File: src/rtl/ulpi_regbank_pkg.sv
package ulpi_regbank_pkg;

    localparam int ADDR_W = 6;
    localparam int DATA_W = 8;
    localparam int NCTL   = 8;
    localparam int NID    = 4;
    localparam int IDX_W  = $clog2(NCTL);

    localparam logic [15:0] VENDOR_WORD  = 16'h3A6B;
    localparam logic [15:0] PRODUCT_WORD = 16'h0A2E;
    localparam logic [ADDR_W-1:0] DBG_ADDR = 6'h15;

    localparam int CTL_FUNC   = 0;
    localparam int CTL_INTF   = 1;
    localparam int CTL_OTG    = 2;
    localparam int CTL_RISE   = 3;
    localparam int CTL_FALL   = 4;
    localparam int CTL_SCR    = 5;
    localparam int CTL_CARKIT = 6;
    localparam int CTL_PWR    = 7;

    typedef enum logic [1:0] {
        OP_WRITE = 2'd0,
        OP_SET   = 2'd1,
        OP_CLEAR = 2'd2
    } acc_op_e;

    typedef struct packed {
        logic             ctl_hit;
        logic [IDX_W-1:0] ctl_idx;
        acc_op_e          op;
        logic             id_hit;
        logic [1:0]       id_idx;
        logic             dbg_hit;
    } dec_t;

    function automatic logic [ADDR_W-1:0] ctl_base(input int i);
        case (i)
            CTL_FUNC:   return 6'h04;
            CTL_INTF:   return 6'h07;
            CTL_OTG:    return 6'h0A;
            CTL_RISE:   return 6'h0D;
            CTL_FALL:   return 6'h10;
            CTL_SCR:    return 6'h16;
            CTL_CARKIT: return 6'h19;
            default:    return 6'h3D;
        endcase
    endfunction

    function automatic logic [DATA_W-1:0] ctl_reset(input int i);
        case (i)
            CTL_FUNC:           return 8'h41;
            CTL_OTG:            return 8'h06;
            CTL_RISE, CTL_FALL: return 8'h1F;
            default:            return 8'h00;
        endcase
    endfunction

    function automatic logic [DATA_W-1:0] ctl_mask(input int i);
        case (i)
            CTL_OTG:            return 8'hDF;
            CTL_RISE, CTL_FALL: return 8'h1F;
            default:            return 8'hFF;
        endcase
    endfunction

    function automatic logic [DATA_W-1:0] id_byte(input logic [1:0] k);
        case (k)
            2'd0:    return VENDOR_WORD[7:0];
            2'd1:    return VENDOR_WORD[15:8];
            2'd2:    return PRODUCT_WORD[7:0];
            default: return PRODUCT_WORD[15:8];
        endcase
    endfunction

endpackage

File: src/rtl/ulpi_regbank_decode.sv
module ulpi_regbank_decode
    import ulpi_regbank_pkg::*;
(
    input  logic [ADDR_W-1:0] addr,
    output dec_t              dec
);
    always_comb begin
        dec         = '0;
        dec.op      = OP_WRITE;
        for (int i = 0; i < NCTL; i++) begin
            if (int'(addr) >= int'(ctl_base(i)) && int'(addr) <= int'(ctl_base(i)) + 2) begin
                dec.ctl_hit = 1'b1;
                dec.ctl_idx = IDX_W'(i);
                dec.op      = acc_op_e'(2'(int'(addr) - int'(ctl_base(i))));
            end
        end
        if (int'(addr) < NID) begin
            dec.id_hit = 1'b1;
            dec.id_idx = addr[1:0];
        end
        dec.dbg_hit = (addr == DBG_ADDR);
    end
endmodule

File: src/rtl/ulpi_regbank_cell.sv
module ulpi_regbank_cell
    import ulpi_regbank_pkg::*;
#(
    parameter logic [DATA_W-1:0] RST_VAL = '0,
    parameter logic [DATA_W-1:0] MASK    = '1
) (
    input  logic              clk,
    input  logic              rst,
    input  logic              we,
    input  acc_op_e           op,
    input  logic [DATA_W-1:0] d,
    output logic [DATA_W-1:0] q
);
    always_ff @(posedge clk) begin
        if (rst) begin
            q <= RST_VAL;
        end else if (we) begin
            case (op)
                OP_WRITE: q <= d & MASK;
                OP_SET:   q <= (q | d) & MASK;
                OP_CLEAR: q <= q & ~d & MASK;
                default:  q <= q;
            endcase
        end
    end
endmodule

File: src/rtl/ulpi_regbank_rdmux.sv
module ulpi_regbank_rdmux
    import ulpi_regbank_pkg::*;
(
    input  dec_t                         dec,
    input  logic [NCTL-1:0][DATA_W-1:0]  ctl_q,
    input  logic [DATA_W-1:0]            dbg_i,
    output logic [DATA_W-1:0]            rd_data
);
    always_comb begin
        rd_data = '0;
        if (dec.ctl_hit)
            rd_data = ctl_q[dec.ctl_idx];
        else if (dec.id_hit)
            rd_data = id_byte(dec.id_idx);
        else if (dec.dbg_hit)
            rd_data = dbg_i;
    end
endmodule

File: src/rtl/ulpi_regbank.sv
module ulpi_regbank
    import ulpi_regbank_pkg::*;
(
    input  logic              clk,
    input  logic              rst,
    input  logic [5:0]        acc_addr,
    input  logic              wr_en,
    input  logic [7:0]        wr_data,
    input  logic [7:0]        dbg_i,
    output logic [7:0]        rd_data,
    output logic [7:0]        func_ctl_o,
    output logic [7:0]        intf_ctl_o,
    output logic [7:0]        otg_ctl_o,
    output logic [7:0]        rise_en_o,
    output logic [7:0]        fall_en_o,
    output logic [7:0]        carkit_ctl_o,
    output logic [7:0]        pwr_ctl_o
);
    dec_t                        dec;
    logic [NCTL-1:0][DATA_W-1:0] ctl_q;

    ulpi_regbank_decode u_dec (
        .addr (acc_addr),
        .dec  (dec)
    );

    for (genvar g = 0; g < NCTL; g++) begin : g_ctl
        ulpi_regbank_cell #(
            .RST_VAL (ctl_reset(g)),
            .MASK    (ctl_mask(g))
        ) u_cell (
            .clk (clk),
            .rst (rst),
            .we  (wr_en && dec.ctl_hit && (dec.ctl_idx == IDX_W'(g))),
            .op  (dec.op),
            .d   (wr_data),
            .q   (ctl_q[g])
        );
    end

    ulpi_regbank_rdmux u_rd (
        .dec     (dec),
        .ctl_q   (ctl_q),
        .dbg_i   (dbg_i),
        .rd_data (rd_data)
    );

    // scratch (CTL_SCR) is reachable only through the read path
    assign func_ctl_o   = ctl_q[CTL_FUNC];
    assign intf_ctl_o   = ctl_q[CTL_INTF];
    assign otg_ctl_o    = ctl_q[CTL_OTG];
    assign rise_en_o    = ctl_q[CTL_RISE];
    assign fall_en_o    = ctl_q[CTL_FALL];
    assign carkit_ctl_o = ctl_q[CTL_CARKIT];
    assign pwr_ctl_o    = ctl_q[CTL_PWR];
endmodule

File: config.mk
export PLATFORM = sky130hd
export DESIGN_NAME = ulpi_regbank
export DESIGN_NICKNAME = d
export VERILOG_FILES = /design/src/rtl/ulpi_regbank_pkg.sv /design/src/rtl/ulpi_regbank_decode.sv /design/src/rtl/ulpi_regbank_cell.sv /design/src/rtl/ulpi_regbank_rdmux.sv /design/src/rtl/ulpi_regbank.sv
export SDC_FILE = /design/constraint.sdc
export NUM_CORES = 1
export LEC_CHECK = 0
export ABC_AREA = 1
export BUFFER_PORTS_ARGS = -buffer_cell sky130_fd_sc_hd__clkbuf_2
export CORE_MARGIN = 4
export CORE_UTILIZATION = 50
export CTS_CLUSTER_SIZE = 10
export DETAILED_ROUTE_END_ITERATION = 10
export GPL_TIMING_DRIVEN = 0
export PLACE_DENSITY = 0.81
export SLEW_MARGIN = 20
export SYNTH_ARGS = -nofsm -noshare
export SYNTH_HDL_FRONTEND = slang
export SYNTH_SLANG_ARGS = --single-unit
File: constraint.sdc
create_clock -name clk -period 2.74 [get_ports clk]
set_clock_uncertainty 0.1 [all_clocks]
set_input_delay 0 -clock clk [delete_from_list [all_inputs] [get_ports clk]]
set_output_delay 0 -clock clk [all_outputs]
set_load 0.005 [all_outputs]
# Word-level counts from Yosys, hierarchy flattened
# Index checks and enable logic that the tools add are counted.
# op_classes
n_bitwise,17
order_cmp,18
n_mux,31
addsub,8
reduce_logical,29
eq_ne,12
# op_table
op,n
8-bit one-hot mux with 3 select lines,8
8-bit AND,6
6-bit 2-to-1 mux,8
8-bit bitwise OR,6
8-bit 2-to-1 mux,4
8-bit binary-select mux with 3-bit select,1
7-bit one-hot mux with 3 select lines,1
"6-bit by 5-bit >= comparator with 1-bit output, second input constant",3
"6-bit by 4-bit <= comparator with 1-bit output, second input constant",3
"6-bit by 5-bit <= comparator with 1-bit output, second input constant",3
1-bit logical AND,17
2-bit 2-to-1 mux,8
2-bit AND reduction,8
2-bit subtractor,8
"3-bit == test, second input constant",4
"6-bit by 3-bit >= comparator with 1-bit output, second input constant",2
"6-bit by 4-bit >= comparator with 1-bit output, second input constant",2
5-bit AND,2
5-bit bitwise OR,2
8-bit NOT,1
"3-bit by 2-bit == test with 1-bit output, second input constant",2
"6-bit by 5-bit == test with 1-bit output, second input constant",1
"6-bit >= comparator, second input constant",1
"6-bit by 3-bit <= comparator with 1-bit output, second input constant",1
other kinds (10),13
# totals
ff_bits,64
out_inout_bits,64
input_bits,25

# Longest topological paths before layout
# Gate-level depths: netlist of run 1.
# depth
depth_word,15
ltp_mapped,23
mapped_depth_nobuf,22

# By module
# Synthesis of run 1 repeated with hierarchy kept, for this count alone.
# unflattened
cells_unflattened,1035
area_unflattened_um2,5686.7
# modules_own_cells
mod,cells_per_inst,seq_area_each_um2,area_per_inst_um2,n_inst
ulpi_regbank_cell (g_ctl[1].u_cell ...),100,160.2,590.6,4
ulpi_regbank_rdmux,230,0.0,997.2,1
ulpi_regbank_cell (g_ctl[3].u_cell ...),59,100.1,357.8,2
ulpi_regbank_cell (g_ctl[0].u_cell),93,160.2,570.5,1
ulpi_regbank_cell (g_ctl[2].u_cell),83,140.1,509.2,1
ulpi_regbank_decode,94,0.0,465.4,1
ulpi_regbank,17,0.0,66.3,1

# Least setup slack after synthesis of run 1
# OpenSTA, ideal clock, no wires.
# synth_timing
kind,input port to flip-flop
start,in acc_addr[1]
end,reg g_ctl[6].u_cell.q[2]
cell_stages,20
t_arrival_ns,2.432
setup_slack_ns,0.092
setup_ns,0.116
required_ns,2.524
n_path_buf,2
cell_sequence,inv_1 > ha_1 > inv_1 > nor2_1 > inv_1 > nand4_2 > nand2_2 > inv_2 > nand3_1 > nand2_1 > and2_1 > inv_1 > ha_1 > clkbuf_1 > clkbuf_1 > nor2_1 > inv_1 > o21ai_0 > o21ai_0 > nor2_1
# synth_between
elab_chain_cells,13
# synth_rtl
element,line,source
start: declaration,ulpi_regbank.sv:6,"input logic [5:0] acc_addr,"
6-bit by 3-bit >= comparator with 1-bit output / 6-bit by 3-bit <= comparator with 1-bit output (equally long branches),ulpi_regbank_decode.sv:11,if (int'(addr) >= int'(ctl_base(i)) && int'(addr) <= int'(ctl_base(i)) + 2) begin
1-bit logical AND,ulpi_regbank_decode.sv:11,
6-bit 2-to-1 mux (7 in a row),ulpi_regbank_decode.sv:11,
6-bit 2-to-1 mux *,ulpi_regbank_decode.sv:11,
2-bit by 1-bit == test with 1-bit output (tied with other cells),ulpi_regbank_cell.sv:18,case (op)
3-bit nonzero test (no source line) / 1-bit logical AND (equally long branches),--,
2-bit AND reduction (no source line),--,
end signal: assignment,ulpi_regbank_cell.sv:19,OP_WRITE: q <= d & MASK;
end signal: assignment,ulpi_regbank_cell.sv:20,OP_SET: q <= (q | d) & MASK;
end signal: assignment,ulpi_regbank_cell.sv:21,OP_CLEAR: q <= q & ~d & MASK;
end: declaration,ulpi_regbank_cell.sv:12,output logic [DATA_W-1:0] q
# Mark *: on every way between the ends. The rest lies on a longest branch, timed or not.
# A chain may end at the register's enable or synchronous reset.

# Worst setup path after layout of run 1
# layout_timing
start,in acc_addr[1]
end,reg g_ctl[1].u_cell.q[0]
# layout_between
elab_chain_cells,13
# layout_rtl
element,line
6-bit by 3-bit >= comparator with 1-bit output / 6-bit by 3-bit <= comparator with 1-bit output (equally long branches),ulpi_regbank_decode.sv:11
1-bit logical AND,ulpi_regbank_decode.sv:11
6-bit 2-to-1 mux (7 in a row),ulpi_regbank_decode.sv:11
6-bit 2-to-1 mux *,ulpi_regbank_decode.sv:11
2-bit by 1-bit == test with 1-bit output (tied with other cells),ulpi_regbank_cell.sv:18
3-bit nonzero test (no source line) / 1-bit logical AND (equally long branches),--
2-bit AND reduction (no source line),--
end signal: assignment,ulpi_regbank_cell.sv:19
end signal: assignment,ulpi_regbank_cell.sv:20
end signal: assignment,ulpi_regbank_cell.sv:21
end: declaration,ulpi_regbank_cell.sv:12
# Marks and branches as above.

==> impl_metrics.toml, run 1 <==
[worst_setup_path]
start_kind = "input pin"
r2r_slack_ns = 1.47
r2r-start = "g_ctl[1].u_cell.q[0]"
crit_type = "input pin to flip-flop"
worst_path_max_delay_cell = "ha_2"
worst_ep_required_time_ns = 2.90
crit_fanout = 8
crit_buf_inv = 3
cpPeakStageDelay_ns = 0.41
crit_path_end_kind = "flip-flop"
rr_worst_depth = 4
crit_family = "compound AO/OA/AOI/OAI gates"
crit_start = "acc_addr[1]"
cp_data_arrival_time_ns = 2.71
r2r-end = "g_ctl[1].u_cell.q[0]"
cp_common_cell = "nand2_1"
path_cells = "clkbuf_4 > inv_4 > ha_1 > inv_1 > nand3_1 > nand2_1 > nand2_1 > nand2_1 > nand2_1 > o221ai_1 > nand2_1 > nand2_1 > nand2_1 > a21oi_2 > ha_2 > a21oi_2 > o21ai_0 > nand3_1 > a21oi_1"

[timing]
setup_violations = 0
slew_headroom_pct = 48.3
drv_slew = 0
hold_violations = 0
tns_ns = 0
rsz0062_at_grt = "no"
fin_crit_ns = 2.54
finalCritPeriodShare_pct = 92.9
worst_pin_slew_ns = 0.776
fmax_ghz = 0.393

[synthesis]
syn_inst = 747
syn_avg_cell_area_um2 = 5.96
synth-seq-area-share_pct = 25.6
synth_area_um2 = 4460
synth_top_area_share_pct = 25.6
synth_seq_cells = 57
yosysTopAreaCell = "dfxtp_1"
ys_top_cells_by_area = "dfxtp_1 (26%), nand2_1 (15%), o21ai_0 (15%)"
ys.warnings.count = 0
yosysUniqueCellTypes = 29

[run]
cap_violations = 0

[routing]
drt-initial-drc-count = 562
drtAntennaViolNets = 0
viasPerCell = 5.63
wire_per_inst_um = 16.6
vias = 5383
drc = 0
first_pass_iters = 6
drt_wl_total_um = 15800

[global_routing]
grt_pass1_vias = 4777
grtUsageTotal_pct = 30.0
grt_max_degree = 12
grt_antenna_before_repair = 0
grt_pass1_wl_um = 24100
grt-ovfl-total = 0

[cells_and_area]
layout-drive-gt1-share_pct = 25.4
utilization_pct = 61.2
largest_reg_flops = 57
n_fill_cell = 850
final_common_cell = "nand2_1"
regMostFlops = "g_ctl.u_cell.q"
area_delta_synth_final_pct = 19.3
layout_common_cells = "nand2_1 (175), o21ai_0 (130), nor2_1 (94)"
nNetsFinal = 875
diodes = 0
biggestRegsByFlops = "g_ctl.u_cell.q x57"

[floorplan]
ios = 89
chipHeight_um = 102
die_area_um2 = 10500
rows = 34
die_x_um = 102
core-area_um2 = 8680
start_util_pct = 51.3

[outcome]
status = "finished clean"

[power]
leakage_nw = 2.63
pwr_density_cell_nw_per_um2 = 496
vdd_drop_max_mv = 0.247

[min_path]
worstHoldStart = "wr_data[5]"
hold_end = "g_ctl[5].u_cell.q[5]"
whs_path_depth = 5
hp-class = "input pin to flip-flop"

[placed_design]
dpl.hpwl_um = 11800
gp_congestion = 1.00
numPortBuffers = 80

[clock_network]
cts.path.max_buffers = 2
root_buffer = "clkbuf_8"
cts_tree = "done"
clock_sinks = 57
clk_pin_slew_ns = 0.08
cts_made_buffers = 9
clk_latency_ns = 0.34
htreeDepth = 3
-- cell families after synthesis --
| group | after synthesis | synth area share (%) |
|---|---|---|
| other | 1 | 0.0842 |
| flip-flops | 57 | 25.6 |
| AND/OR/NAND/NOR | 367 | 35.3 |
| AO/OA/AOI/OAI | 178 | 20.3 |
| adder cells (fa/ha/maj) | 6 | 1.68 |
| buffers and inverters | 138 | 17.0 |
-- cell type report --
| type | count | area, um2 | share of cell area [%] |
|---|---|---|---|
| plain buffers | 80 | 556 | 10.5 |
| inverters | 55 | 211 | 3.98 |
| flip-flops and latches | 57 | 1140 | 21.5 |
| clock inverters | 6 | 70.1 | 1.32 |
| clock buffers | 9 | 124 | 2.33 |
| well taps | 108 | 135 | 2.54 |
| repair buffers | 83 | 430 | 8.10 |
| multi-input cells | 558 | 2650 | 49.8 |
-- cell usage after synthesis, drive strengths merged --
cell type and instances:
nand2 182, o21ai 135, nor2 104, nand3 65, buf 64, dfxtp 57, inv 55, a21oi 38
clkbuf 19, nor3 9, ha 6, nand4 5, o211ai 3, a31oi 1, and2 1, conb 1
o221ai 1, or2 1
-- timing repair --
action,in CTS,in global routing
pin swaps,0,1
hold endpoints to repair,8,0
buffers inserted,0,2
gates cloned,0,0
resized for setup,14,26
hold buffers,1,0
setup endpoints to repair,57,57
-- worst max-delay path by stage --
stage | slack, ns | endpoint | cells past startpoint
after floorplan | 0.09 | g_ctl[6].u_cell.q[2] | 20
after global placement | -1.08 | g_ctl[0].u_cell.q[2] | 20
after detailed placement | -1.12 | g_ctl[0].u_cell.q[2] | 20
after CTS | 0.0008 | g_ctl[1].u_cell.q[2] | 20
after global routing | 0.006 | g_ctl[1].u_cell.q[2] | 21
final | 0.20 | g_ctl[1].u_cell.q[0] | 19
-- power by group --
part | internal, mW | total (mW) | switching (mW)
Sequential | 0.857 | 0.888 | 0.0314
Clock | 0.417 | 0.806 | 0.388
Combinational | 0.316 | 0.943 | 0.628
-- stage by stage --
stage          hold slack [ns]  std cells  total power [mW]  worst slack, ns  area [um2]
3_3_place_gp             0.288        941              1.76            -1.08        5010
4_1_cts                 0.0195        954              2.58         0.000830        5260
6_report                0.0323        956              2.64            0.195        5310
3_5_place_dp             0.301        941              1.77            -1.12        5010
2_1_floorplan           0.0403        753              1.47           0.0920        4480
5_1_grt                 0.0810        956              2.77          0.00579        5310
-- worst reg2reg max path, cell delays in order (launching register included) --
cell and delay (ns):
dfxtp_1 0.43, o21ai_0 0.11, o21ai_0 0.29, nand3_1 0.12, a21oi_1 0.14
-- metal layers --
metal	routed length, um	vias to the layer above	track usage, %
met2	7270	323	48.3
met5	0	-	0
met4	574	0	13.5
li1	-	2586	-
met3	1520	55	5.73
met1	6480	2419	38.9
(Power assumes the default switching activity.)
==> run 2: changes to the inputs <==
ABC_AREA = default   (was 1)
PLACE_DENSITY = 0.83   (was 0.81)
==> run 2 against run 1 <==
Routed wire length down 4.0%. The run now ends with negative setup slack left. Critical endpoint is now g_ctl[7].u_cell.q[2]. Synthesized area decreased by 12%. Non-clock buffer count rose by 48. Hold slack better by 0.22 ns.
==> impl_metrics.toml, run 2 <==
[worst_setup_path]
cpPeakStageDelay_ns = 0.44
crit_family = "simple AND/OR/NAND/NOR gates"
path_cells = "buf_12 > clkinvlp_4 > ha_4 > mux2_4 > and3_4 > a41o_1 > a21oi_2 > nor2_2 > mux2_4 > ha_4 > nand2b_4 > or3b_4 > buf_6 > nor2_8 > a22oi_1 > nor2_1"
crit_type = "input pin to flip-flop"
crit_buf_inv = 3
crit_fanout = 8
r2r-start = "g_ctl[7].u_cell.q[4]"
crit_path_end_kind = "flip-flop"
worst_ep_required_time_ns = 2.93
cp_data_arrival_time_ns = 2.98
r2r_slack_ns = 1.83
start_kind = "input pin"
rr_worst_depth = 2
worst_path_max_delay_cell = "or3b_4"
r2r-end = "g_ctl[7].u_cell.q[4]"

[timing]
fin_crit_ns = 2.79
worst_pin_slew_ns = 0.882
rsz0062_at_grt = "yes"
hold_violations = 0
worst_slack_ns = -0.0526
setup_violations = 10
drv_slew = 0
fmax_ghz = 0.358
slew_headroom_pct = 40.7
finalCritPeriodShare_pct = 102
whs_ns = 0.249

[cells_and_area]
regMostFlops = "g_ctl.u_cell.q"
biggestRegsByFlops = "g_ctl.u_cell.q x57"
n_fill_cell = 559
area_delta_synth_final_pct = 38.5
regArea_um2 = 1140
final_cell_count_no_fill = 699
multiInputGateArea_um2 = 2480
largest_reg_flops = 57
nNetsFinal = 623
layout_common_cells = "buf_4 (92), clkbuf_2 (76), dfxtp_1 (57)"
final_common_cell = "buf_4"
utilization_pct = 70.7
diodes = 0
layout-drive-gt1-share_pct = 48.9

[floorplan]
rows = 32
die_x_um = 96.6
core-area_um2 = 7690
chipHeight_um = 96.6
start_util_pct = 51.1
ios = 89
die_area_um2 = 9330

[synthesis]
ys_top_cells_by_area = "dfxtp_1 (29%), buf_4 (11%), a32o_1 (7.9%)"
synth_mux_area_share_pct = 7.58
syn_avg_cell_area_um2 = 8.76
synth_compound_area_share_pct = 24.8
synth_most_common_cell = "buf_4"
async_flop_share_pct = 0
synth_top_area_share_pct = 29.1
synth_seq_cells = 57
synth_simple_gate_area_share_pct = 20.6
synth_fa_ha_area_share_pct = 1.91
ys.flop_type = "dfxtp_1"
yosysTopAreaCell = "dfxtp_1"
synth-seq-area-share_pct = 29.1
synth_area_um2 = 3930
synth_top_family_by_area = "compound AO/OA/AOI/OAI gates"
yosysUniqueCellTypes = 61
synthXorXnorAreaFrac_pct = 0.446
synth_edf_count = 0
syn_inst = 448
ys.warnings.count = 0
synth_common_cells = "buf_4 (60), dfxtp_1 (57), nand2_1 (46), a32o_1 (31), o21ai_0 (28)"

[routing]
drc = 0
viasPerCell = 6.42
vias = 4490
drt_wl_total_um = 15200
drt-initial-drc-count = 643
drtAntennaViolNets = 0
wire_per_inst_um = 21.8
first_pass_iters = 7

[clock_network]
cts_tree = "done"
clk_latency_ns = 0.35
cts_made_buffers = 9
htreeDepth = 3
root_buffer = "clkbuf_8"
clock_sinks = 57
cts.path.max_buffers = 2
clk_pin_slew_ns = 0.07

[outcome]
failed_checks = "negative setup slack"
status = "finished, violations left"

[min_path]
hp-class = "input pin to flip-flop"
worstHoldStart = "wr_en"
whs_path_depth = 5
hold_end = "g_ctl[2].u_cell.q[2]"

[placed_design]
gp_congestion = 0.942
dpl.hpwl_um = 9080
numPortBuffers = 78
dp.cells = 634

[global_routing]
grtUsageTotal_pct = 27.6
grt_pass1_wl_um = 20700
grt_pass1_vias = 3980
grt_antenna_before_repair = 0
grt-ovfl-total = 0
grt_max_degree = 11

[power]
vdd_drop_max_mv = 0.352
pwr_density_cell_nw_per_um2 = 406
leakage_nw = 2.31

[run]
cap_violations = 0
==> run 2: cell count changes in the layout (fill, tap and decap cells not counted), sizes merged, moves of 11 or more <==
cell   previous run  this run
a21oi            38        27
a22oi             0        11
a32o              0        31
buf              67       117
inv              55        10
nand2           182        46
nand3            65         7
nor2            104        26
nor2b             0        11
o21ai           135        30
==> run 2: cell families after synthesis <==
| logic type | after synthesis |
|---|---|
| flip-flops | 57 |
| XOR/XNOR | 2 |
| multiplexers | 18 |
| AND/OR/NAND/NOR | 136 |
| AO/OA/AOI/OAI | 133 |
| buffers and inverters | 95 |
| other | 1 |
| adder cells (fa/ha/maj) | 6 |
==> run 2: final cells by class <==
class / count / area share (%)
buffer: 83 / 11.2
sequential: 57 / 21.0
clock buffer: 12 / 2.49
timing repair buffer: 128 / 16.1
inverter: 11 / 0.921
multi-input combinational: 302 / 45.6
clock inverter: 4 / 0.368
tap: 102 / 2.35
==> run 2: what timing repair did <==
action                                  4_1_cts  5_1_grt
gates resized for setup                      22       62
pin swaps                                     9       34
hold buffers                                  8        0
setup buffers                                16       25
cloned                                        0        1
endpoints found under the setup margin       65       63
hold endpoints to repair                     26        0
==> run 2: worst max path at each step <==
stage,from,to,slack [ns],cells past startpoint
3_3_place_gp,acc_addr[0],g_ctl[1].u_cell.q[2],-0.88,15
6_report,acc_addr[0],g_ctl[7].u_cell.q[2],-0.05,16
3_5_place_dp,acc_addr[0],g_ctl[1].u_cell.q[2],-0.90,15
2_1_floorplan,acc_addr[0],g_ctl[5].u_cell.q[5],-0.06,15
5_1_grt,acc_addr[0],g_ctl[7].u_cell.q[2],-0.14,16
4_1_cts,acc_addr[0],g_ctl[7].u_cell.q[0],-0.009,16
==> run 2: stage by stage <==
step | setup WS (ns) | area [um2] | setup TNS (ns) | power (mW)
after global placement | -0.884 | 4590 | -39.68 | 1.35
after CTS | -0.00899 | 5030 | -0.00899 | 2.05
after detailed placement | -0.904 | 4600 | -41.73 | 1.36
after floorplan | -0.0580 | 4070 | -0.313 | 1.20
after global routing | -0.135 | 5440 | -2.29 | 2.26
final | -0.0526 | 5440 | -0.247 | 2.21
==> run 2: where the power goes <==
part           switching (mW)  internal, mW
registers              0.0114         0.841
clock network           0.373         0.323
logic                   0.378         0.280
==> run 2: layer usage <==
metal / GRT usage [%] / up-vias / wire (um)
met2: 44.2 / 418 / 6670
met5: 0 / - / 0
li1: - / 1899 / -
met1: 35.5 / 2045 / 5350
met4: 11.9 / 0 / 1130
met3: 6.85 / 128 / 2080
==> run 2: worst min-delay path, stage by stage <==
cell	delay, ns
clkbuf_2	0.11
nand2b_4	0.15
nor4_4	0.08
buf_6	0.15
a21oi_1	0.15
==> run 3: changes to the inputs <==
==> constraint.sdc (replaced) <==
create_clock -name clk -period 2.74 [get_ports clk]
set_clock_uncertainty 0.1 [all_clocks]
set_input_delay 0.411 -clock clk [delete_from_list [all_inputs] [get_ports clk]]
set_output_delay 0.411 -clock clk [all_outputs]
set_load 0.005 [all_outputs]
==> run 3 against run 2 <==
The flow still finishes with violations (negative setup slack). Largest cell class unchanged. Core utilization up 6.1 points. Non-clock buffer count is 28 higher. Hold slack worse by 0.0013 ns. Combinational power up 24%. Worst setup slack worse by 0.64 ns. Final cell count up 4.0%. Critical path depth down 2. Largest power group unchanged.
==> impl_metrics.toml, run 3 (synthesis results as in run 2) <==
[clock_network]
cts.path.max_buffers = 2
clk_latency_ns = 0.36
clock_sinks = 57
htreeDepth = 3
root_buffer = "clkbuf_8"
cts_hold_buf = 0
cts_tree = "done"
clk_pin_slew_ns = 0.07
cts_made_buffers = 9

[min_path]
hp-class = "input pin to flip-flop"
worstHoldStart = "wr_data[7]"

[cells_and_area]
biggestRegsByFlops = "g_ctl.u_cell.q x57"
final_cell_count_no_fill = 727
multiInputGateArea_um2 = 2570
layout_common_cells = "buf_4 (113), clkbuf_2 (76), dfxtp_1 (57)"
area_delta_synth_final_pct = 50.5
diodes = 0
nNetsFinal = 651
n_fill_cell = 460
largest_reg_flops = 57
regMostFlops = "g_ctl.u_cell.q"
layout-drive-gt1-share_pct = 54.7
regArea_um2 = 1140
final_common_cell = "buf_4"

[timing]
worst_slack_ns = -0.696
setup_violations = 65
hold_violations = 0
slew_headroom_pct = 25.0
rsz0062_at_grt = "yes"
worst_pin_slew_ns = 1.11
finalCritPeriodShare_pct = 125
fmax_ghz = 0.291
fin_crit_ns = 3.44
drv_slew = 0

[routing]
first_pass_iters = 6
drtAntennaViolNets = 0
drt_wl_total_um = 18200
drc = 0
viasPerCell = 6.68
vias = 4855
wire_per_inst_um = 25.1
drt-initial-drc-count = 786

[worst_setup_path]
r2r_slack_ns = 1.67
cp_data_arrival_time_ns = 2.93
path_cells = "buf_8 > buf_12 > inv_8 > ha_4 > nand2b_4 > buf_6 > and4b_2 > or3_4 > buf_12 > nor2_1 > nand3_1 > o21ai_0 > a311o_1 > clkbuf_2"
crit_fanout = 5
cp_common_cell = "buf_12"
crit_family = "simple AND/OR/NAND/NOR gates"
cpPeakStageDelay_ns = 0.44
crit_path_end_kind = "primary output"
worst_path_max_delay_cell = "or3_4"
worst_ep_required_time_ns = 2.23
start_kind = "input pin"
crit_start = "acc_addr[1]"
crit_type = "input pin to primary output"
r2r-start = "g_ctl[1].u_cell.q[6]"
crit_buf_inv = 6

[global_routing]
grt_pass1_wl_um = 24900
grt_max_degree = 11
grt_pass1_vias = 4752
grt_antenna_before_repair = 0
grtUsageTotal_pct = 33.5
grt-ovfl-total = 0

[power]
pwr_density_cell_nw_per_um2 = 405
vdd_drop_max_mv = 0.261
power_mw = 2.39
leakage_nw = 2.56

[placed_design]
numPortBuffers = 78
dp_slack_ns = -1.29
gp_congestion = 0.959
dpl.hpwl_um = 9130
dp.cells = 634

[outcome]
status = "finished, violations left"
failed_checks = "negative setup slack"

[run]
cap_violations = 0

[floorplan]
chipHeight_um = 96.6
start_util_pct = 51.1
die_x_um = 96.6
die_area_um2 = 9330
ios = 89
core-area_um2 = 7690
rows = 32
-- run 3: cell types whose count changed in the layout (fill, tap and decap cells not counted), sizes merged --
cell / change
buf: +37
clkinv: -1
dlygate4sd3: -8
-- run 3: report_power, final --
part           total [mW]  internal [mW]  switching (mW)
sequential          0.854          0.842          0.0122
combinational       0.815          0.368           0.447
clock               0.725          0.373           0.352
total                2.39           1.58           0.811
-- run 3: area by class of cell --
class,count,share of cell area (%)
timing repair buffer,155,19.5
inverter,11,0.889
sequential,57,19.3
clock buffer,13,2.69
clock inverter,3,0.254
tap,102,2.16
buffer,84,11.7
multi-input combinational,302,43.5
-- run 3: path summary, 6_finish.rpt --
check                              end  cells after the start
setup / recovery            rd_data[7]                     14
hold / removal    g_ctl[7].u_cell.q[7]                      3
setup reg to reg  g_ctl[1].u_cell.q[6]                      3
hold reg to reg   g_ctl[5].u_cell.q[1]                      1
-- run 3: what timing repair did --
item                       in CTS  in global routing
resized for setup              68                 38
pin swaps                      37                 21
setup buffers                  48                 25
setup endpoints to repair      65                 65
cloned                          3                  1
-- run 3: tightest hold or removal path, delay by kind of cell --
kind                   cells  cell delay [ns]
buffers and inverters      1             0.12
AND/OR/NAND/NOR            1             0.07
AO/OA/AOI/OAI              1             0.06
-- run 3: routing by layer --
| layer | track usage, % | routed length (um) | share of wire [%] |
|---|---|---|---|
| met2 | 52.4 | 7880 | 43 |
| met4 | 25.9 | 1910 | 11 |
| met3 | 9.59 | 2580 | 14 |
| met1 | 38.2 | 5840 | 32 |
| met5 | 0 | 0 | 0 |
-- run 3: per-stage QoR --
| stage | TNS (ns) | util [%] | hold WS (ns) | area (um2) |
|---|---|---|---|---|
| after global routing | -35.67 | 76.9 | 0.226 | 5910 |
| after global placement | -67.25 | 61.1 | 0.389 | 4700 |
| after detailed placement | -66.84 | 61.1 | 0.398 | 4700 |
| after floorplan | -18.59 | - | 0.369 | 4180 |
| after CTS | -21.55 | 72.5 | 0.222 | 5580 |
| final | -31.08 | 76.9 | 0.248 | 5910 |
